### src/rtl/regbank_pkg.sv
package regbank_pkg;

  typedef enum logic [2:0] {
    OP_REG_RD = 3'd0,
    OP_REG_WR = 3'd1,
    OP_DIR_RD = 3'd2,
    OP_DIR_WR = 3'd3,
    OP_IND_RD = 3'd4,
    OP_IND_WR = 3'd5
  } acc_op_e;

  typedef enum logic [1:0] {
    SRC_RAM  = 2'd0,
    SRC_SFR  = 2'd1,
    SRC_ZERO = 2'd2
  } rsp_src_e;

endpackage

### src/rtl/regbank_decode.sv
module regbank_decode
  import regbank_pkg::*;
#(
  parameter int AW     = 8,
  parameter int RAM_AW = 7,
  parameter int BANK_W = 2,
  parameter int REG_W  = 3
) (
  input  logic [2:0]        op,
  input  logic [AW-1:0]     addr,
  input  logic [BANK_W-1:0] bank,
  output logic [RAM_AW-1:0] ram_addr,
  output logic              to_ram,
  output logic              to_sfr,
  output logic              refused,
  output logic              is_rd,
  output logic              is_wr
);

  localparam int PAD_W = RAM_AW - BANK_W - REG_W;

  logic [RAM_AW-1:0] reg_addr;
  logic              high_half;

  assign reg_addr  = {{PAD_W{1'b0}}, bank, addr[REG_W-1:0]};
  assign high_half = addr[AW-1];

  always_comb begin
    ram_addr = addr[RAM_AW-1:0];
    to_ram   = 1'b0;
    to_sfr   = 1'b0;
    refused  = 1'b0;
    is_rd    = 1'b0;
    is_wr    = 1'b0;
    case (acc_op_e'(op))
      OP_REG_RD, OP_REG_WR: begin
        ram_addr = reg_addr;
        to_ram   = 1'b1;
        is_rd    = (acc_op_e'(op) == OP_REG_RD);
        is_wr    = (acc_op_e'(op) == OP_REG_WR);
      end
      OP_DIR_RD, OP_DIR_WR: begin
        to_sfr = high_half;
        to_ram = !high_half;
        is_rd  = (acc_op_e'(op) == OP_DIR_RD);
        is_wr  = (acc_op_e'(op) == OP_DIR_WR);
      end
      OP_IND_RD, OP_IND_WR: begin
        refused = high_half;
        to_ram  = !high_half;
        is_rd   = (acc_op_e'(op) == OP_IND_RD);
        is_wr   = (acc_op_e'(op) == OP_IND_WR);
      end
      default: begin
        ram_addr = addr[RAM_AW-1:0];
      end
    endcase
  end

endmodule

### src/rtl/regbank_sp.sv
module regbank_sp #(
  parameter int             W     = 8,
  parameter logic [W-1:0]   RESET = 8'h07
) (
  input  logic         clk,
  input  logic         rst_n,
  input  logic         push,
  input  logic         pop,
  output logic [W-1:0] sp,
  output logic [W-1:0] sp_inc,
  output logic         ovf
);

  localparam logic [W-1:0] ONE = {{(W-1){1'b0}}, 1'b1};

  assign sp_inc = sp + ONE;

  always_ff @(posedge clk or negedge rst_n) begin
    if (!rst_n) begin
      sp  <= RESET;
      ovf <= 1'b0;
    end else if (push) begin
      sp  <= sp_inc;
      ovf <= ovf | sp_inc[W-1];
    end else if (pop) begin
      sp  <= sp - ONE;
    end
  end

  AST_PUSH_PRE_INC: assert property (@(posedge clk) disable iff (!rst_n)
    push |=> (sp == $past(sp) + ONE)) else $error("push did not advance pointer");

  AST_POP_POST_DEC: assert property (@(posedge clk) disable iff (!rst_n)
    (pop && !push) |=> (sp == $past(sp) - ONE)) else $error("pop did not retreat pointer");

  AST_OVF_STICKY: assert property (@(posedge clk) disable iff (!rst_n)
    ovf |=> ovf) else $error("overflow flag cleared");

endmodule

### src/rtl/regbank_ram.sv
module regbank_ram #(
  parameter int DW = 8,
  parameter int AW = 7
) (
  input  logic          clk,
  input  logic          rst_n,
  input  logic          we,
  input  logic [AW-1:0] waddr,
  input  logic [DW-1:0] wdata,
  input  logic          re,
  input  logic [AW-1:0] raddr,
  output logic [DW-1:0] rdata
);

  localparam int DEPTH = 1 << AW;

  logic [DW-1:0] mem [DEPTH];

  always_ff @(posedge clk) begin
    if (we) mem[waddr] <= wdata;
  end

  always_ff @(posedge clk or negedge rst_n) begin
    if (!rst_n)  rdata <= '0;
    else if (re) rdata <= mem[raddr];
  end

endmodule

### src/rtl/regbank_stack_unit.sv
module regbank_stack_unit
  import regbank_pkg::*;
#(
  parameter int            DW       = 8,
  parameter int            AW       = 8,
  parameter int            BANK_W   = 2,
  parameter int            REG_W    = 3,
  parameter logic [AW-1:0] SP_RESET = 8'h07
) (
  input  logic              clk,
  input  logic              rst_n,
  input  logic [BANK_W-1:0] bank_sel,
  input  logic              acc_valid,
  output logic              acc_ready,
  input  logic [2:0]        acc_op,
  input  logic [AW-1:0]     acc_addr,
  input  logic [DW-1:0]     acc_wdata,
  input  logic              stk_valid,
  output logic              stk_ready,
  input  logic              stk_pop,
  input  logic [DW-1:0]     stk_wdata,
  output logic              rsp_valid,
  input  logic              rsp_ready,
  output logic [DW-1:0]     rsp_data,
  output logic              rsp_err,
  output logic              sfr_we,
  output logic              sfr_re,
  output logic [AW-1:0]     sfr_addr,
  output logic [DW-1:0]     sfr_wdata,
  input  logic [DW-1:0]     sfr_rdata,
  output logic [AW-1:0]     sp,
  output logic              sp_ovf
);

  localparam int RAM_AW = AW - 1;

  logic              slot_free;
  logic              stk_fire, acc_fire, push_fire, pop_fire, rd_fire;
  logic [RAM_AW-1:0] dec_addr;
  logic              dec_ram, dec_sfr, dec_bad, dec_rd, dec_wr;
  logic [AW-1:0]     sp_inc;
  logic              push_fits, pop_fits;
  logic              ram_we, ram_re;
  logic [RAM_AW-1:0] ram_waddr, ram_raddr;
  logic [DW-1:0]     ram_wdata, ram_rdata;
  rsp_src_e          src_q;

  // one response slot: stall both request streams while it is held
  assign slot_free = !rsp_valid || rsp_ready;
  assign stk_ready = slot_free;
  assign acc_ready = slot_free && !stk_valid;

  assign stk_fire  = stk_valid && stk_ready;
  assign acc_fire  = acc_valid && acc_ready;
  assign push_fire = stk_fire && !stk_pop;
  assign pop_fire  = stk_fire && stk_pop;
  assign rd_fire   = pop_fire || (acc_fire && dec_rd);

  regbank_decode #(
    .AW(AW), .RAM_AW(RAM_AW), .BANK_W(BANK_W), .REG_W(REG_W)
  ) u_decode (
    .op(acc_op), .addr(acc_addr), .bank(bank_sel),
    .ram_addr(dec_addr), .to_ram(dec_ram), .to_sfr(dec_sfr),
    .refused(dec_bad), .is_rd(dec_rd), .is_wr(dec_wr)
  );

  regbank_sp #(.W(AW), .RESET(SP_RESET)) u_sp (
    .clk(clk), .rst_n(rst_n), .push(push_fire), .pop(pop_fire),
    .sp(sp), .sp_inc(sp_inc), .ovf(sp_ovf)
  );

  assign push_fits = !sp_inc[AW-1];
  assign pop_fits  = !sp[AW-1];

  // single write port and single read port, stack first
  always_comb begin
    ram_we    = 1'b0;
    ram_waddr = dec_addr;
    ram_wdata = acc_wdata;
    if (push_fire) begin
      ram_we    = push_fits;
      ram_waddr = sp_inc[RAM_AW-1:0];
      ram_wdata = stk_wdata;
    end else if (acc_fire && dec_wr && dec_ram) begin
      ram_we = 1'b1;
    end
  end

  always_comb begin
    ram_re    = 1'b0;
    ram_raddr = dec_addr;
    if (pop_fire) begin
      ram_re    = pop_fits;
      ram_raddr = sp[RAM_AW-1:0];
    end else if (acc_fire && dec_rd && dec_ram) begin
      ram_re = 1'b1;
    end
  end

  regbank_ram #(.DW(DW), .AW(RAM_AW)) u_ram (
    .clk(clk), .rst_n(rst_n),
    .we(ram_we), .waddr(ram_waddr), .wdata(ram_wdata),
    .re(ram_re), .raddr(ram_raddr), .rdata(ram_rdata)
  );

  assign sfr_we    = acc_fire && dec_wr && dec_sfr;
  assign sfr_re    = acc_fire && dec_rd && dec_sfr;
  assign sfr_addr  = acc_addr;
  assign sfr_wdata = acc_wdata;

  always_ff @(posedge clk or negedge rst_n) begin
    if (!rst_n) begin
      rsp_valid <= 1'b0;
      src_q     <= SRC_ZERO;
    end else if (rd_fire) begin
      rsp_valid <= 1'b1;
      if (pop_fire)     src_q <= pop_fits ? SRC_RAM : SRC_ZERO;
      else if (dec_sfr) src_q <= SRC_SFR;
      else if (dec_bad) src_q <= SRC_ZERO;
      else              src_q <= SRC_RAM;
    end else if (rsp_ready) begin
      rsp_valid <= 1'b0;
    end
  end

  always_comb begin
    case (src_q)
      SRC_RAM: rsp_data = ram_rdata;
      SRC_SFR: rsp_data = sfr_rdata;
      default: rsp_data = '0;
    endcase
  end
  assign rsp_err = (src_q == SRC_ZERO);

  AST_HIGH_DIRECT_NO_RAM: assert property (@(posedge clk) disable iff (!rst_n)
    (acc_fire && dec_sfr) |-> (!ram_we && !ram_re)) else $error("SFR access touched RAM");

  AST_IND_NO_SFR: assert property (@(posedge clk) disable iff (!rst_n)
    (acc_fire && acc_addr[AW-1] && (acc_op == 3'd4 || acc_op == 3'd5)) |-> (!sfr_we && !sfr_re && !ram_we))
    else $error("refused pointer reached a port");

  AST_NO_HIGH_STACK_WRITE: assert property (@(posedge clk) disable iff (!rst_n)
    (push_fire && sp_inc[AW-1]) |-> !ram_we) else $error("stack wrote above 7Fh");

  AST_STACK_FIRST: assert property (@(posedge clk) disable iff (!rst_n)
    stk_valid |-> !acc_fire) else $error("access overtook stack");

  AST_RSP_LATENCY: assert property (@(posedge clk) disable iff (!rst_n)
    rd_fire |=> rsp_valid) else $error("response not due");

  AST_RSP_HOLD: assert property (@(posedge clk) disable iff (!rst_n)
    (rsp_valid && !rsp_ready) |=> (rsp_valid && $stable(rsp_data) && $stable(rsp_err)))
    else $error("held response changed");

endmodule

### config.mk
export PLATFORM = sky130hd
export DESIGN_NAME = regbank_stack_unit
export DESIGN_NICKNAME = d
export VERILOG_FILES = /design/src/rtl/regbank_pkg.sv /design/src/rtl/regbank_decode.sv /design/src/rtl/regbank_sp.sv /design/src/rtl/regbank_ram.sv /design/src/rtl/regbank_stack_unit.sv
export SDC_FILE = /design/constraint.sdc
export NUM_CORES = 1
export LEC_CHECK = 0
export BUFFER_PORTS_ARGS = -buffer_cell sky130_fd_sc_hd__buf_4
export CORE_MARGIN = 4
export CORE_UTILIZATION = 35
export DETAILED_ROUTE_END_ITERATION = 6
export PLACE_DENSITY = 0.59
export SYNTH_ARGS = -nofsm -noshare
export SYNTH_HDL_FRONTEND = slang
export SYNTH_HIERARCHICAL = 1
export SYNTH_SLANG_ARGS = --single-unit
### constraint.sdc
create_clock -name clk -period 3.85 [get_ports clk]
set_input_delay 0.385 -clock clk [delete_from_list [all_inputs] [get_ports clk]]
set_output_delay 0.385 -clock clk [all_outputs]
set_load 0.05 [all_outputs]
## After elaboration in Yosys (flattened, before gate mapping)

Memories as Yosys holds them, arrays and structs flattened. A register that Yosys moved wholly into a read port is not among the register bits.
Index checks and enable logic that the tools add are counted.

- Bits of input ports: 43
- Bits in writable memories: 1024
- Memories kept: 1
- Output and inout port bits: 39
- Register bits after elaboration: 12

Memories:

| name | words | width | rd ports | clocked after memory_dff | write ports | RTL line | text |
|---|---|---|---|---|---|---|---|
| u_ram.mem | 128 | 8 | 1 | 1 | 1 | regbank_ram.sv:17 | `logic [DW-1:0] mem [DEPTH];` |

- Eq/ne operators: 7
- Mux-type cells: 24
- $add $sub $neg: 2
- Bitwise operators: 1
- Reductions and logical operators: 28

Operators with widths:

| cell | count |
|---|---|
| 8-bit two-way mux | 3 |
| 7-bit two-way mux | 3 |
| 8-bit one-hot mux with 2 select lines | 1 |
| 1-bit logical AND | 11 |
| 1-bit two-way mux | 10 |
| 8-bit by 1-bit adder with 8-bit output (second input constant) | 1 |
| 2-bit two-way mux | 4 |
| 8-bit by 1-bit subtractor with 8-bit output (second input constant) | 1 |
| 1-bit logical NOT | 7 |
| 3-bit by 2-bit == test with 1-bit output (second input constant) | 2 |
| 3-bit == test (second input constant) | 2 |
| 1-bit one-hot mux with 3 select lines | 2 |
| 2-bit OR reduction | 3 |
| 2-bit nonzero test | 2 |
| 4-bit OR reduction | 1 |
| 3-bit by 1-bit == test with 1-bit output (second input constant) | 1 |
| 3-bit logical NOT | 1 |
| 2-bit by 1-bit == test with 1-bit output (second input constant) | 1 |
| 2-bit == test (second input constant) | 1 |
| 2-bit logical NOT | 1 |
| 1-bit logical OR | 2 |
| 1-bit one-hot mux with 2 select lines | 1 |
| 1-bit bitwise OR | 1 |

## Logic depth before layout (Yosys ltp)

Gate-level depths: netlist (run 1).

- Depth in word-level cells: 10
- Mapped depth: 17
- Mapped depth without buffers: 10

## Hierarchy

Netlist (run 1), hierarchy kept.

By module, submodules not included:

| module | times used | cells an instance | area each (µm²) |
|---|---|---|---|
| regbank_ram | 1 | 2000 | 40492.6 |
| regbank_stack_unit | 1 | 88 | 773.2 |
| regbank_sp | 1 | 59 | 570.5 |
| regbank_decode | 1 | 15 | 110.1 |

## Worst setup path before layout (run 1)

OpenSTA, ideal clock, no wires.

- Path type: register to register
- From: reg rsp_valid
- To: reg u_ram.rdata[0], read port of u_ram.mem
- Cell stages (with the launch flop): 13
- Arrival time: 3.425 ns
- Path slack: 0.297 ns
- Period minus slack after synthesis: 3.553 ns
- Cell sequence: dfrtp_1 > nor2b_4 > buf_6 > inv_2 > nand3_4 > mux2_2 > buf_6 > buf_4 > buf_2 > mux4_2 > mux4_2 > a211oi_1 > nor3_1

RTL lines:

| element | RTL line | text |
|---|---|---|
| start: declaration | regbank_stack_unit.sv:22 | `output logic rsp_valid,` |
| start signal: assignment | regbank_stack_unit.sv:113 | `rsp_valid <= 1'b0;` |
| start signal: assignment | regbank_stack_unit.sv:116 | `rsp_valid <= 1'b1;` |
| start signal: assignment | regbank_stack_unit.sv:122 | `rsp_valid <= 1'b0;` |
| 1-bit logical NOT | regbank_stack_unit.sv:49 | `assign slot_free = !rsp_valid \|\| rsp_ready;` |
| 1-bit logical OR | regbank_stack_unit.sv:49 |  |
| net stk_ready | regbank_stack_unit.sv:19 | `output logic stk_ready,` |
| 1-bit logical AND | regbank_stack_unit.sv:53 | `assign stk_fire = stk_valid && stk_ready;` |
| 1-bit logical AND | regbank_stack_unit.sv:56 | `assign pop_fire = stk_fire && stk_pop;` |
| 7-bit two-way mux | regbank_stack_unit.sv:92 | `if (pop_fire) begin` |
| net ram_raddr[0] | regbank_stack_unit.sv:44 | `logic [RAM_AW-1:0] ram_waddr, ram_raddr;` |
| end: declaration | regbank_ram.sv:12 | `output logic [DW-1:0] rdata` |

The timed path passes the listed nets, and every way through them passes these cells.
A chain may end at the register's enable or synchronous reset.

## Final worst setup path (run 1)

- From: reg rsp_valid
- To: reg u_ram.rdata[3], read port of u_ram.mem

RTL lines:

| element | RTL line |
|---|---|
| 1-bit logical NOT | regbank_stack_unit.sv:49 |
| 1-bit logical OR | regbank_stack_unit.sv:49 |
| 1-bit logical AND | regbank_stack_unit.sv:53 |
| 1-bit logical AND | regbank_stack_unit.sv:56 |
| 7-bit two-way mux | regbank_stack_unit.sv:92 |
| net ram_raddr[0] | regbank_stack_unit.sv:44 |

The timed path passes the listed nets, and every way through them passes these cells.

==> results of run 1 <==
[final cells by class]
class | instances | area, um^2 | area share
Clock inverter | 59 | 667 | 0.0136
Sequential cell | 1044 | 31300 | 0.639
Inverter | 11 | 41.3 | 0.000844
Clock buffer | 126 | 2750 | 0.0562
Timing Repair Buffer | 294 | 2390 | 0.0488
Tap cell | 1600 | 2000 | 0.0409
Multi-Input combinational cell | 961 | 9830 | 0.201
[layer usage]
metal | global-route usage | wire length (um) | share of wire
met1 | 0.231 | 44300 | 0.42
met2 | 0.267 | 50800 | 0.48
met3 | 0.0361 | 8400 | 0.079
met4 | 0.0397 | 2240 | 0.021
met5 | 0 | 9 | 0.000085
[metrics by stage]
step	TNS, ns	utilization	worst slack, ns	power [mW]
floorplan	0	-	0.297	16.1
global placement	-0.340	0.383	-0.164	17.6
detailed placement	-0.388	0.383	-0.198	17.7
CTS	0	0.413	0.0884	27.8
global route	0	0.413	0.0141	28.5
finish	0	0.413	0.0959	27.6
[cell usage in the layout (no fill, tap or decap), drive strengths merged, types with 16 or more instances in the layout]
| master | n |
|---|---|
| a211oi | 22 |
| a21oi | 19 |
| and2 | 31 |
| buf | 292 |
| clkbuf | 126 |
| clkinv | 36 |
| dfrtp | 16 |
| edfxtp | 1024 |
| mux2 | 36 |
| mux2i | 146 |
| mux4 | 204 |
| nand2 | 39 |
| nand3 | 38 |
| nor2 | 172 |
| nor3 | 20 |
| o21ai | 17 |
| o221ai | 30 |
| o22ai | 61 |
[power groups by stage]
stage / clock network, mW / registers, mW / logic, mW
after global placement: 0 / 13.2 / 4.42
after CTS: 10.3 / 13.0 / 4.47
final: 10.1 / 13.0 / 4.48
after floorplan: 0 / 13.2 / 2.86
after global routing: 10.8 / 13.0 / 4.71
after detailed placement: 0 / 13.2 / 4.45
[sequential cells by signal (all words and copies together), names as in the netlist]
signal       flops
rsp_valid        1
u_ram/rdata      8
u_ram/mem     1024
u_sp/sp          8
u_sp/ovf         1
src_q            2
[what timing repair did]
action / 4_1_cts / 5_1_grt
resized for setup: 3 / 4
buffers inserted: 0 / 0
setup endpoints to repair: 4 / 3
hold buffers: 2 / 0
pin swaps: 0 / 0
endpoints found under the hold margin: 21 / 0
[tightest hold or removal path, delay by kind of cell]
kind	cells	cell delay, ns
AOI/OAI and AO/OA	1	0.08
buffers and inverters	1	0.14
and+or+nand+nor	1	0.12
[kinds of logic after synthesis]
| kind of cell | share of synthesized area |
|---|---|
| flops | 0.745 |
| mux | 0.154 |
| simple gates | 0.0403 |
| compound gates | 0.0346 |
| buf+inv | 0.0227 |
| xor+xnor | 0.00271 |
| fa+ha+maj | 0.000596 |
[how the worst min path moves through the flow]
stage | start | slack, ns | depth (start not counted) | endpoint
after detailed placement | rst_n | 0.30 | 1 | u_sp/sp[3]
after floorplan | rst_n | 0.09 | 0 | rsp_valid
after CTS | stk_valid | 0.02 | 3 | src_q[1]
after global routing | stk_valid | 0.06 | 3 | src_q[1]
after global placement | rst_n | 0.31 | 1 | u_sp/sp[3]
final | stk_valid | 0.06 | 3 | src_q[1]
==> reports/metrics.yaml, run 1 <==
die-area_mm2: 0.125
period_share: 0.975
cp_num_cells: 11
p_int_mw: 20.4
dominantRegCellSynth: "edfxtp_1"
syn-instance-count: 2162
dp_hpwl_um: 70000
antenna_left: 0
fin_skew_ns: 0.0395
status: "finished clean"
synth-edff-count: 1024
finalInstanceArea_mm2: 0.0489
cp_top_family: "multiplexers"
setup.worst_path.start: "rsp_valid"
design.core.area_mm2: 0.119
grt_usage: 0.166
clkPwrFrac: 0.367
synth_common_cells: "edfxtp_1 (1024), mux4_2 (204), nor2_1 (170)"
power.density_mw_per_mm2: 564
overflow: 0
syn-num-nets: 2207
end_kind: "flop"
slew_viol_final: 0
grt_max_degree: 66
grt_pass1_vias: 22100
seq_power_share: 0.471
fp.dieH_um: 354
cpPeakStageDelay_ns: 0.62
antenna_found_initial: 3
nets: 2462
setup_viol: 0
fmax_mhz: 266
clock_latency_ns: 0.69
rr_endpoint: "u_ram/rdata[3]"
dp.cells: 3908
hp-class: "in2reg"
clock_sinks: 1044
ios: 82
cts_buffers: 105
yosys_warnings: 6
rsz0062_at_grt: "false"
slew_headroom: 0.434
regToRegStartpoint: "rsp_valid"
cts_tree: "done"
crit_type: "reg2reg"
yosys-top-cells-area: "edfxtp_1 (73%), mux4_2 (11%), mux2i_1 (3.5%)"
vdd_drop_max_mv: 0.408
die_w_um: 354
place_congestion: 0.905
rrSetupSlack_ns: 0.1
n_fill_cell: 10500
drv_cap: 0
path_buf_inv: 2
cp_cell_sequence: "nor2b_4 > inv_2 > nand3_4 > mux2_8 > buf_12 > mux4_2 > mux2_2 > o22ai_1 > nor2_1 > nor4_2 > nor3_1"
wl_per_cell_um: 25.8
tightest_slew_ns: 0.845
yosysMostFrequentCell: "edfxtp_1"
crit_path_start_kind: "flop"
start_util: 0.354
finalNonFillerCells: 4095
drtPass1Iterations: 5
p_sw_mw: 7.26
async_flop_share: 0.0192
synth_cell_type_count: 65
io_buffers: 81
drcViolationCount: 0
cp.arrival_ns: 4.30
clkTransAtPathRegs_ns: 0.06
drive_gt1_frac: 0.283
grt_pass1_wl_um: 155000
routed_wl_um: 106000
drt_iter0_markers: 2450
whs_ns: 0.0582
cts_root_buffer: "clkbuf_16"
syn_area_mm2: 0.0419
crit_fanout: 51
viasPerCell: 5.41
place_area_mm2: 0.0455
clk_path_buf_depth: 3
area_delta_synth_final_pct: 16.7
netSwitchingFraction: 0.263
avgSynthCellArea_um2: 19.4
ys_ff_latch: 1044
cp.required_ns: 4.39
rr_worst_depth: 11
h-tree-depth: 3
combPwrFrac: 0.162
antenna_cells: 0
yosysTopAreaCellShare: 0.733
num_vias: 22200
period_needed_ns: 3.75
hold_viol: 0
ys_seq_area_frac: 0.745
p_leak_nw: 15.9
slowest_stage: "mux4_2"
cp-endpoint: "u_ram/rdata[3]"
rows: 126
synth.largest_area_cell: "edfxtp_1"
(Power assumes the default switching activity.)
==> inputs of run 2 (changes only) <==
--- a/config.mk
+++ b/config.mk
@@ -9,6 +9,7 @@
 export CORE_MARGIN = 4
 export CORE_UTILIZATION = 35
 export DETAILED_ROUTE_END_ITERATION = 6
+export MAX_ROUTING_LAYER = met4
 export PLACE_DENSITY = 0.59
 export SYNTH_ARGS = -nofsm -noshare
 export SYNTH_HDL_FRONTEND = slang
==> reports/metrics.yaml, run 2 (synthesis results as in run 1) <==
cts_root_buffer: "clkbuf_16"
top_regs: "u_ram/mem x1024, u_ram/rdata x8, u_sp/sp x8"
crit_fanout: 60
routed_wl_um: 106000
slew_viol_final: 0
grt_pass1_vias: 22100
slowest_stage: "nor4_1"
nets: 2462
cts_tree: "done"
crit_path_start_kind: "flop"
fp.dieH_um: 354
combPwrFrac: 0.162
seq_power_share: 0.471
largest_register_ffs: 1024
whs_ns: 0.0639
rows: 126
fmax_mhz: 260
place_congestion: 0.921
grt_max_degree: 66
violations: "setup timing"
slew_headroom: 0.449
design.core.area_mm2: 0.119
drcViolationCount: 0
cp_cell_sequence: "nor2b_4 > inv_2 > nand3_4 > buf_4 > mux2_4 > buf_12 > inv_1 > buf_4 > mux2_2 > o22ai_1 > nor2_1 > nor4_1 > nor3_1"
antenna_found_initial: 2
power_mw: 27.6
num_vias: 22100
layout_common_cells: "edfxtp_1 (1024), buf_4 (277), mux4_2 (204)"
dp_hpwl_um: 70000
antenna_left: 0
vdd_drop_max_mv: 0.405
cp.required_ns: 4.38
p_leak_nw: 15.9
viasPerCell: 5.40
end_kind: "flop"
cpPeakStageDelay_ns: 0.71
io_buffers: 81
place_area_mm2: 0.0455
overflow: 0
cts_buffers: 105
tightest_slew_ns: 0.824
drt_iter0_markers: 2230
path_common_cell: "buf_4"
wl_per_cell_um: 25.8
clock_latency_ns: 0.69
ios: 82
clkTransAtPathRegs_ns: 0.06
hp-class: "in2reg"
largest-register: "u_ram/mem"
fin_skew_ns: 0.0389
worst_slack_ns: -0.000313
n_fill_cell: 10400
start_util: 0.354
p_sw_mw: 7.26
grt_pass1_wl_um: 155000
power.density_mw_per_mm2: 564
clock_sinks: 1044
drive_gt1_frac: 0.283
crit_type: "reg2reg"
drv_cap: 0
clk_path_buf_depth: 3
die-area_mm2: 0.125
p_int_mw: 20.4
drtPass1Iterations: 6
path_buf_inv: 5
cp.arrival_ns: 4.38
grt_usage: 0.171
fin_util: 0.413
die_w_um: 354
period_share: 1.00
period_needed_ns: 3.85
area_delta_synth_final_pct: 16.7
h-tree-depth: 3
finalInstanceArea_mm2: 0.0489
clkPwrFrac: 0.367
hold_viol: 0
layout_commonest_cell: "edfxtp_1"
setup_tns_ns: -0.000313
setup_viol: 1
netSwitchingFraction: 0.263
status: "complete, but fails checks"
cp_top_family: "simple AND/OR/NAND/NOR gates"
-- run 2: area by class of cell --
class | count | area (um^2) | area share
diodes | 2 | 5.00 | 0.000102
multi-input cells | 961 | 9830 | 0.201
flip-flops and latches | 1044 | 31300 | 0.639
repair buffers | 294 | 2390 | 0.0489
well taps | 1600 | 2000 | 0.0409
clock buffers | 126 | 2750 | 0.0561
clock inverters | 59 | 667 | 0.0136
inverters | 11 | 41.3 | 0.000844
-- run 2: worst min-delay path: stages --
cell     delay [ns]
buf_4          0.14
nand3_4        0.12
a31oi_1        0.08
-- run 2: metal layers --
| metal | track usage | vias up | share of wire |
|---|---|---|---|
| li1 | - | 9363 | - |
| met5 | - | - | 0 |
| met3 | 0.0334 | 168 | 0.080 |
| met1 | 0.233 | 11600 | 0.42 |
| met2 | 0.267 | 948 | 0.48 |
| met4 | 0.0404 | 0 | 0.023 |
-- run 2: final timing paths --
kind                            startpoint        endpoint  slack, ns  depth (start not counted)
max in group asynchronous            rst_n        src_q[1]       3.30                          2
worst max register to register   rsp_valid  u_ram/rdata[5]    -0.0003                         13
worst min-delay path             stk_valid        src_q[1]       0.06                          3
worst max-delay path             rsp_valid  u_ram/rdata[5]    -0.0003                         13
min in group asynchronous            rst_n      u_sp/sp[5]       0.25                          2
worst min register to register    u_sp/ovf        u_sp/ovf       0.48                          1
-- run 2: stage by stage --
step / setup slack, ns / cells
floorplan: 0.297 / 2162
global placement: -0.164 / 3908
detailed placement: -0.198 / 3908
CTS: 0.0884 / 4095
global route: -0.0501 / 4097
finish: -0.000313 / 4097
-- run 2: repair_timing --
item | CTS | global route
hold buffers | 2 | 0
endpoints found under the hold margin | 21 | 0
setup endpoints to repair | 4 | 3
setup buffers | 0 | 0
gates resized for setup | 3 | 5
-- run 2: power by group through the flow --
stage | Combinational (mW) | Sequential, mW | Clock, mW
final | 4.48 | 13.0 | 10.1
after global routing | 4.71 | 13.0 | 10.8
after CTS | 4.47 | 13.0 | 10.3
after detailed placement | 4.45 | 13.2 | 0
after global placement | 4.42 | 13.2 | 0
after floorplan | 2.86 | 13.2 | 0
==> inputs of run 3 (changes only) <==
--- a/config.mk
+++ b/config.mk
@@ -8,10 +8,10 @@
 export BUFFER_PORTS_ARGS = -buffer_cell sky130_fd_sc_hd__buf_4
 export CORE_MARGIN = 4
 export CORE_UTILIZATION = 35
+export CTS_CLUSTER_SIZE = 14
 export DETAILED_ROUTE_END_ITERATION = 6
 export MAX_ROUTING_LAYER = met4
 export PLACE_DENSITY = 0.59
 export SYNTH_ARGS = -nofsm -noshare
 export SYNTH_HDL_FRONTEND = slang
-export SYNTH_HIERARCHICAL = 1
 export SYNTH_SLANG_ARGS = --single-unit
==> reports/metrics.yaml, run 3 <==
tightest_slew_ns: 0.851
vdd_drop_max_mv: 0.375
n_fill_cell: 10600
setup_viol: 0
cts_root_buffer: "clkbuf_16"
dp_hpwl_um: 78500
yosysTopAreaCellShare: 0.733
slew_headroom: 0.431
design.core.area_mm2: 0.119
cp.required_ns: 4.47
cts_buffers: 105
routed_wl_um: 120000
async_flop_share: 0.0192
io_buffers: 81
h-tree-depth: 3
yosys_warnings: 0
synth-edff-count: 1024
clk_path_buf_depth: 3
clkTransAtPathRegs_ns: 0.06
combPwrFrac: 0.161
ios: 82
period_needed_ns: 3.69
p_leak_nw: 17.3
antenna_found_initial: 5
largest-register: "u_ram.mem"
grt_pass1_vias: 25600
drt_iter0_markers: 3244
drcViolationCount: 0
power_mw: 28.2
avgSynthCellArea_um2: 14.6
p_sw_mw: 7.68
clock_sinks: 1044
rows: 126
drtPass1Iterations: 5
synthAdderAreaFrac: 0.00179
top_regs: "u_ram.mem x1024, u_ram.rdata x8, u_sp.sp x8"
yosysMostFrequentCell: "edfxtp_1"
drv_cap: 0
worst_slack_ns: 0.160
overflow: 0
fin_skew_ns: 0.0325
clkPwrFrac: 0.377
cp_top_family: "compound AO/OA/AOI/OAI gates"
dominantRegCellSynth: "edfxtp_1"
layout_commonest_cell: "edfxtp_1"
period_share: 0.958
synth.largest_area_cell: "edfxtp_1"
power.density_mw_per_mm2: 558
syn-num-nets: 2913
path_common_cell: "buf_4"
die_w_um: 354
area_delta_synth_final_pct: 20.4
grt_pass1_wl_um: 176000
holdCritStartpoint: "stk_pop"
slowest_stage: "a2111oi_0"
netSwitchingFraction: 0.273
fmax_mhz: 271
crit_fanout: 15
start_util: 0.354
cp_cell_sequence: "nor2b_2 > buf_4 > o21ai_1 > nand2_4 > buf_12 > mux2i_1 > a2111oi_0 > o22ai_1 > buf_4 > a2111oi_2 > a2111o_1"
hp-class: "in2reg"
setup_tns_ns: 0
ys_seq_area_frac: 0.745
grt_usage: 0.193
seq_power_share: 0.462
end_kind: "flop"
synth_cell_type_count: 65
crit_path_start_kind: "flop"
yosys-top-cells-area: "edfxtp_1 (73%), nand2_1 (5.6%), mux4_2 (3.0%)"
cpPeakStageDelay_ns: 0.69
dp_slack_ns: -0.449
cp.arrival_ns: 4.31
p_int_mw: 20.5
status: "finished clean"
slew_viol_final: 0
die-area_mm2: 0.125
fp.dieH_um: 354
ys_ff_latch: 1044
num_vias: 26400
largest_register_ffs: 1024
syn-instance-count: 2864
yosys.area_share.simple: 0.103
synth_compound_area_frac: 0.0709
antenna_left: 0
synth_xor_area_frac: 0.00292
hold_viol: 0
grt_max_degree: 129
regArea_mm2: 0.0313
drive_gt1_frac: 0.206
synthMuxAreaShare: 0.0545
layout_common_cells: "edfxtp_1 (1024), nand2_1 (613), buf_4 (383)"
crit_type: "reg2reg"
multi_input_comb_area_mm2: 0.00995
synth_top_family_by_area: "simple AND/OR/NAND/NOR gates"
viasPerCell: 5.38
cts_tree: "done"
clock_latency_ns: 0.70
place_congestion: 0.917
regToRegStartpoint: "rsp_valid"
synth_common_cells: "edfxtp_1 (1024), nand2_1 (624), nor2_1 (199)"
nets: 3257
syn_area_mm2: 0.0419
path_buf_inv: 3
setup.worst_path.start: "rsp_valid"
rsz0062_at_grt: "false"
wl_per_cell_um: 24.6
## run 3: cells by family (layout without fill, tap and decap cells)
kind of cell / Yosys count / after routing
other: 0 / 2
adder cells (fa/ha/maj): 6 / 6
multiplexers: 158 / 158
flip-flops: 1044 / 1044
XOR/XNOR: 14 / 14
buffers and inverters: 195 / 626
AO/OA/AOI/OAI: 412 / 412
AND/OR/NAND/NOR: 1035 / 1036
## run 3: worst min-delay path: stages
cell     delay, ns
buf_4         0.14
xor2_1        0.08
nor2_1        0.08
a21oi_1       0.04
## run 3: final cells by class
type	instances	share of cell area
Clock buffer	126	0.0550
Inverter	9	0.000669
Clock inverter	69	0.0164
Tap cell	1600	0.0396
Sequential cell	1044	0.619
Antenna cell	2	0.0000991
Timing Repair Buffer	422	0.0722
Multi-Input combinational cell	1626	0.197
## run 3: worst paths after layout
path / endpoint / slack [ns] / cells past startpoint
max: u_ram.rdata[3] / 0.16 / 11
min: u_sp.sp[1] / 0.05 / 4
max reg2reg: u_ram.rdata[3] / 0.16 / 11
min reg2reg: u_sp.ovf / 0.49 / 1
max in group asynchronous: u_sp.sp[0] / 3.39 / 2
min in group asynchronous: src_q[0] / 0.14 / 2
## run 3: power groups by stage
stage | Combinational, mW | Clock [mW] | Sequential (mW)
floorplan | 2.40 | 0 | 13.2
global placement | 4.45 | 0 | 13.2
detailed placement | 4.47 | 0 | 13.2
CTS | 4.50 | 10.8 | 13.0
global route | 4.80 | 11.3 | 13.0
finish | 4.55 | 10.6 | 13.0
## run 3: layer usage
layer | GRT usage | routed length [um] | share of wire | vias to the layer above
met5 | - | 0 | 0 | -
met4 | 0.0620 | 3460 | 0.029 | 0
met3 | 0.0302 | 10100 | 0.084 | 160
met2 | 0.293 | 55500 | 0.46 | 1145
met1 | 0.268 | 51200 | 0.43 | 13400
li1 | - | - | - | 11700
## run 3: metrics by stage
stage | hold WS, ns | util | area [um^2] | instances
floorplan | 0.0894 | - | 42000 | 2864
global placement | 0.309 | 0.395 | 46800 | 4694
detailed placement | 0.313 | 0.395 | 46800 | 4694
CTS | 0.000403 | 0.425 | 50400 | 4890
global route | 0.0839 | 0.426 | 50500 | 4897
finish | 0.0481 | 0.426 | 50500 | 4898
## run 3: what timing repair did
item,4_1_cts,5_1_grt
gates resized for setup,6,3
hold buffers,1,0
buffers inserted,0,5
endpoints found under the setup margin,3,5
cloned,0,1
pin swaps,0,1
endpoints found under the hold margin,20,0
